<file path="src/rtl/gpio_irq_pkg.sv">
package gpio_irq_pkg;
  localparam int unsigned OFS_W = 12;
  localparam logic [OFS_W-1:0] OFS_POLARITY = 12'h10C;
  localparam logic [OFS_W-1:0] OFS_ADJ_IN   = 12'h110;
  localparam logic [OFS_W-1:0] OFS_EDGE_PND = 12'h114;
  localparam logic [OFS_W-1:0] OFS_EDGE_EN  = 12'h118;
  localparam logic [OFS_W-1:0] OFS_LVL_EN   = 12'h11C;

  typedef enum logic [2:0] {
    SEL_NONE, SEL_POL, SEL_ADJ, SEL_PND, SEL_EEN, SEL_LEN
  } reg_sel_e;

  function automatic reg_sel_e decode_ofs(input logic [OFS_W-1:0] a);
    case (a)
      OFS_POLARITY: return SEL_POL;
      OFS_ADJ_IN:   return SEL_ADJ;
      OFS_EDGE_PND: return SEL_PND;
      OFS_EDGE_EN:  return SEL_EEN;
      OFS_LVL_EN:   return SEL_LEN;
      default:      return SEL_NONE;
    endcase
  endfunction
endpackage

</file>
<file path="src/rtl/gpio_in_sync.sv">
module gpio_in_sync #(
  parameter int unsigned WIDTH  = 32,
  parameter int unsigned STAGES = 2
) (
  input  logic             clk,
  input  logic             rst,
  input  logic [WIDTH-1:0] async_i,
  output logic [WIDTH-1:0] sync_o
);
  logic [WIDTH-1:0] chain_q [STAGES];

  always_ff @(posedge clk) begin
    if (rst) chain_q[0] <= '0;
    else     chain_q[0] <= async_i;
  end

  for (genvar s = 1; s < STAGES; s++) begin : g_stage
    always_ff @(posedge clk) begin
      if (rst) chain_q[s] <= '0;
      else     chain_q[s] <= chain_q[s-1];
    end
  end

  assign sync_o = chain_q[STAGES-1];
endmodule

</file>
<file path="src/rtl/gpio_edge_latch.sv">
module gpio_edge_latch #(
  parameter int unsigned WIDTH = 32
) (
  input  logic             clk,
  input  logic             rst,
  input  logic [WIDTH-1:0] adj_i,
  input  logic             clr_en_i,
  input  logic [WIDTH-1:0] keep_i,
  output logic [WIDTH-1:0] pend_o
);
  logic [WIDTH-1:0] prev_q;
  logic [WIDTH-1:0] pend_q;
  logic [WIDTH-1:0] rise;
  logic [WIDTH-1:0] survive;

  assign rise    = adj_i & ~prev_q;
  assign survive = clr_en_i ? (pend_q & keep_i) : pend_q;

  always_ff @(posedge clk) begin
    if (rst) begin
      prev_q <= '0;
      pend_q <= '0;
    end else begin
      prev_q <= adj_i;
      pend_q <= survive | rise;
    end
  end

  assign pend_o = pend_q;

  // a fresh edge is never lost, even under a clearing write
  p_set_wins_r6: assert property (@(posedge clk) disable iff (rst)
    (|rise) |=> ((pend_q & $past(rise)) == $past(rise)));

  // bits written as 0 drop unless an edge arrived with the write
  p_clear_r5: assert property (@(posedge clk) disable iff (rst)
    clr_en_i |=> ((pend_q & ~$past(keep_i) & ~$past(rise)) == '0));

  // pending bits are sticky without a clearing write
  p_sticky_r4: assert property (@(posedge clk) disable iff (rst)
    !clr_en_i |=> ((pend_q & $past(pend_q)) == $past(pend_q)));
endmodule

</file>
<file path="src/rtl/gpio_group_or.sv">
module gpio_group_or #(
  parameter int unsigned WIDTH      = 32,
  parameter int unsigned GROUP_SIZE = 8,
  localparam int unsigned N_GROUPS  = WIDTH / GROUP_SIZE
) (
  input  logic                clk,
  input  logic                rst,
  input  logic [WIDTH-1:0]    cause_i,
  output logic [N_GROUPS-1:0] req_o
);
  for (genvar g = 0; g < N_GROUPS; g++) begin : g_grp
    always_ff @(posedge clk) begin
      if (rst) req_o[g] <= 1'b0;
      else     req_o[g] <= |cause_i[g*GROUP_SIZE +: GROUP_SIZE];
    end
  end
endmodule

</file>
<file path="src/rtl/gpio_irq_front.sv">
module gpio_irq_front #(
  parameter int unsigned NUM_PINS    = 32,
  parameter int unsigned GROUP_SIZE  = 8,
  parameter int unsigned SYNC_STAGES = 2,
  parameter int unsigned ADDR_W      = 12,
  localparam int unsigned N_GROUPS   = NUM_PINS / GROUP_SIZE
) (
  input  logic                clk,
  input  logic                rst,
  input  logic [NUM_PINS-1:0] pin_i,
  input  logic                reg_wr,
  input  logic                reg_rd,
  input  logic [ADDR_W-1:0]   reg_addr,
  input  logic [NUM_PINS-1:0] reg_wdata,
  output logic [NUM_PINS-1:0] reg_rdata,
  output logic [N_GROUPS-1:0] irq_o
);
  import gpio_irq_pkg::*;

  logic [NUM_PINS-1:0] pin_sync;
  logic [NUM_PINS-1:0] adj_in;
  logic [NUM_PINS-1:0] pol_q, een_q, len_q;
  logic [NUM_PINS-1:0] pend;
  logic [NUM_PINS-1:0] cause;
  reg_sel_e            sel;
  logic                pnd_clr;

  assign sel     = decode_ofs(OFS_W'(reg_addr));
  assign pnd_clr = reg_wr && (sel == SEL_PND);

  gpio_in_sync #(.WIDTH(NUM_PINS), .STAGES(SYNC_STAGES)) u_sync (
    .clk(clk), .rst(rst), .async_i(pin_i), .sync_o(pin_sync));

  assign adj_in = pin_sync ^ pol_q;

  gpio_edge_latch #(.WIDTH(NUM_PINS)) u_edge (
    .clk(clk), .rst(rst), .adj_i(adj_in), .clr_en_i(pnd_clr),
    .keep_i(reg_wdata), .pend_o(pend));

  assign cause = (adj_in & len_q) | (pend & een_q);

  gpio_group_or #(.WIDTH(NUM_PINS), .GROUP_SIZE(GROUP_SIZE)) u_grp (
    .clk(clk), .rst(rst), .cause_i(cause), .req_o(irq_o));

  always_ff @(posedge clk) begin
    if (rst) begin
      pol_q <= '0;
      een_q <= '0;
      len_q <= '0;
    end else if (reg_wr) begin
      case (sel)
        SEL_POL: pol_q <= reg_wdata;
        SEL_EEN: een_q <= reg_wdata;
        SEL_LEN: len_q <= reg_wdata;
        default: ;
      endcase
    end
  end

  always_ff @(posedge clk) begin
    if (rst || !reg_rd) reg_rdata <= '0;
    else begin
      case (sel)
        SEL_POL: reg_rdata <= pol_q;
        SEL_ADJ: reg_rdata <= adj_in;
        SEL_PND: reg_rdata <= pend;
        SEL_EEN: reg_rdata <= een_q;
        SEL_LEN: reg_rdata <= len_q;
        default: reg_rdata <= '0;
      endcase
    end
  end

  // with both enables cleared, no request follows
  p_masked_quiet_r7: assert property (@(posedge clk) disable iff (rst)
    (len_q == '0 && een_q == '0) |=> (irq_o == '0));

  // read data is zero unless a read was strobed
  p_rdata_idle_r10: assert property (@(posedge clk) disable iff (rst)
    !reg_rd |=> (reg_rdata == '0));

  // an enabled, active level raises its group request next cycle
  p_level_req_r3: assert property (@(posedge clk) disable iff (rst)
    ((adj_in & len_q) != '0) |=> (irq_o != '0));
endmodule

</file>
<file path="config.mk">
export PLATFORM = sky130hd
export DESIGN_NAME = gpio_irq_front
export DESIGN_NICKNAME = d
export VERILOG_FILES = /design/src/rtl/gpio_irq_pkg.sv /design/src/rtl/gpio_in_sync.sv /design/src/rtl/gpio_edge_latch.sv /design/src/rtl/gpio_group_or.sv /design/src/rtl/gpio_irq_front.sv
export SDC_FILE = /design/constraint.sdc
export NUM_CORES = 1
export LEC_CHECK = 0
export ABC_CLOCK_PERIOD_IN_PS = 3100
export BUFFER_PORTS_ARGS = -buffer_cell sky130_fd_sc_hd__buf_4
export CORE_ASPECT_RATIO = 2
export CORE_UTILIZATION = 62
export DETAILED_ROUTE_END_ITERATION = 12
export PLACE_DENSITY = 0.82
export SYNTH_ARGS = -nofsm -noshare
export SYNTH_HDL_FRONTEND = slang
export SYNTH_SLANG_ARGS = --single-unit
</file>
<file path="constraint.sdc">
create_clock -name clk -period 3.1 [get_ports clk]
set_input_delay 0.31 -clock clk [delete_from_list [all_inputs] [get_ports clk]]
set_output_delay 0.31 -clock clk [all_outputs]
set_load 0.1 [all_outputs]
</file>
==> flow_summary.ini <==
[sta]
rsz0062_at_grt = false
fmax_mhz = 496
period_share = 0.650
fin_skew_ns = 0.0126
maxSlewHeadroom = 0.332
slew_viol_final = 0
worstMarginPinSlew_ns = 1.00
hold_violations = 0
worst_slack_ns = 1.08
setup_viol = 0
period_needed_ns = 2.02
setup_tns_ns = 0

[logic_synthesis]
synth_cell_types = 42
synth_area_leaders = dfxtp_1 51%, mux2i_1 7.9%, nand2_1 5.3%
synth_edf_count = 0
syn_inst = 1083
netlist_area_um2 = 10200
synthTopCellsByCount = 260 x dfxtp_1, 144 x nand2_1, 102 x a21oi_1
synth-seq-cells = 260
synth_nets = 1163
ys.flop_type = dfxtp_1
yosys.area.top_type_share = 0.511
async_flop_share = 0
yosysTopAreaCell = dfxtp_1
yosysMostFrequentCell = dfxtp_1
ys_warn_count = 0
ys_seq_area_frac = 0.511
avgSynthCellArea_um2 = 9.41

[clocking]
ctsHoldBuffers = 0
cts_resized = 0
tritoncts = yes
numCtsBuffers = 22
clock_path_buffers = 3
cts_root_buf = clkbuf_16
htree_levels = 1
cts.sinks = 260
clk_pin_slew_worst_paths_ns = 0.06
postCtsSetupBuffers = 0
clk_latency_ns = 0.51

[drt]
routedWlPerCell_um = 19.1
wl_met2_mm = 13.6
drt_wl_total_mm = 26.5
ant_nets = 0
top_layer_used = met4
num_vias = 8352
vias_per_cell = 6.02
first_pass_iters = 6
drc = 0
drt_iter0_markers = 665
met3_length_mm = 1.71
m1WireLength_mm = 9.96

[power]
p_clk_frac = 0.422
p_switching_mw = 1.45
p_per_area_nw_per_um2 = 551
p_int_mw = 5.10
power_frac_comb = 0.052
p_sw_frac = 0.222
peakVddDrop_mv = 0.535
p_total_mw = 6.55
pwr-share-seq = 0.527
power_leakage_nw = 4.49

[floorplan]
die_h_um = 183
dieArea_um2 = 17000
coreArea_um2 = 16200
rows = 66
boundaryPins = 116
start_util = 0.630
die_x_um = 92.7

[placed_design]
pre_cts_slack_ns = 0.606
port_buffers = 115
dp_hpwl_mm = 17.0
gp_congestion = 0.876

[worst_setup_path]
rr_worst_depth = 4
crit_path_start = reg_addr[7]
worstPathRequired_ns = 3.46
start_kind = input port
path_max_fanout = 26
r2r_slack_ns = 1.64
critPathKind = in2reg
crit_arrival_ns = 2.38
r2r-start = pol_q[12]
r2r_end = u_grp.req_o[1]
worstSetupEndpointType = flop

[worst_hold_path]
hold_class = in2reg
holdPathEnd = u_sync.chain_q[0][6]
min-delay-start = pin_i[6]
hold_path_depth = 2

[final_layout]
multi_input_area_um2 = 4660
fillers = 1248
antenna_cells = 0
area_growth_pct = 16.6
drive_gt1_frac = 0.152
nNetsFinal = 1250
seqCellArea_um2 = 5200

[flow_run]
maxCapViolations = 0

[grt]
grt_pass1_vias = 8278
grt_max_degree = 85
antenna_found_initial = 0
grt_overflow_total = 0
grt_pass1_wl_mm = 41.7
grtUsageTotal = 0.311

[run_status]
status = finished, final reports clean
## worst max-delay path by stage
stage	slack, ns	depth (start not counted)	endpoint
6_report	1.08	7	pol_q[21]
5_1_grt	1.01	7	pol_q[3]
4_1_cts	1.10	7	pol_q[21]
3_5_place_dp	0.61	7	pol_q[20]
3_3_place_gp	0.67	7	pol_q[4]
2_1_floorplan	1.11	6	pol_q[2]
## cell type report
type | count | area share
Inverter | 1 | 0.000316
Clock inverter | 7 | 0.00632
Multi-Input combinational cell | 748 | 0.392
Sequential cell | 260 | 0.438
Timing Repair Buffer | 137 | 0.0879
Tap cell | 204 | 0.0215
Clock buffer | 30 | 0.0540
## registers in the layout (all words and copies together) (netlist names)
register and cells:
u_sync.chain_q 64, len_q 32, u_edge.prev_q 32, pol_q 32, u_grp.req_o 4, u_edge.pend_o 32, een_q 32, reg_rdata 32
## power groups by stage
stage	sequential (mW)	clock, mW	combinational (mW)
after global routing	3.45	2.91	0.362
after global placement	3.52	0	0.328
after detailed placement	3.52	0	0.333
final	3.45	2.76	0.338
after CTS	3.45	2.79	0.336
after floorplan	3.51	0	0.186
## metrics by stage
step                hold slack, ns  area, µm²  utilization  cells
global placement             0.416      11200        0.690   1350
CTS                        0.00220      11900        0.734   1387
floorplan                    0.414      10200            -   1083
global route                0.0121      11900        0.734   1387
detailed placement           0.420      11200        0.690   1350
finish                     0.00864      11900        0.734   1387
## cell usage in the layout (no fill, tap or decap), types with 11 or more instances in the layout
master	instances
clkbuf_16	23
o21ai_0	37
a22o_1	12
nor2_1	57
o31a_1	19
nor2b_1	66
nand2_1	144
nor3_1	20
nand2b_1	38
buf_4	135
nand4_1	11
a21oi_1	102
mux2i_1	80
dfxtp_1	260
and2_1	28
nor3b_1	19
a221oi_1	12
xor2_1	32
## per-layer routing
layer | vias up | global-route usage
met3 | 98 | 0.0373
met5 | - | 0
met1 | 3995 | 0.361
met2 | 373 | 0.552
met4 | 0 | 0.164
li1 | 3886 | -
## critical path: stages
cell,delay (ns)
buf_4,0.11
or4b_1,0.61
buf_4,0.30
nor4_4,0.31
buf_4,0.42
mux2i_1,0.26
nor2_1,0.05
## logic make-up after synthesis
kind of cell / after synthesis / share of synthesized area
buf+inv: 75 / 0.0323
compound gates: 217 / 0.132
xor+xnor: 37 / 0.0318
mux: 85 / 0.0841
simple gates: 409 / 0.209
flops: 260 / 0.511
Note: power is estimated with default switching activity, not from simulation.
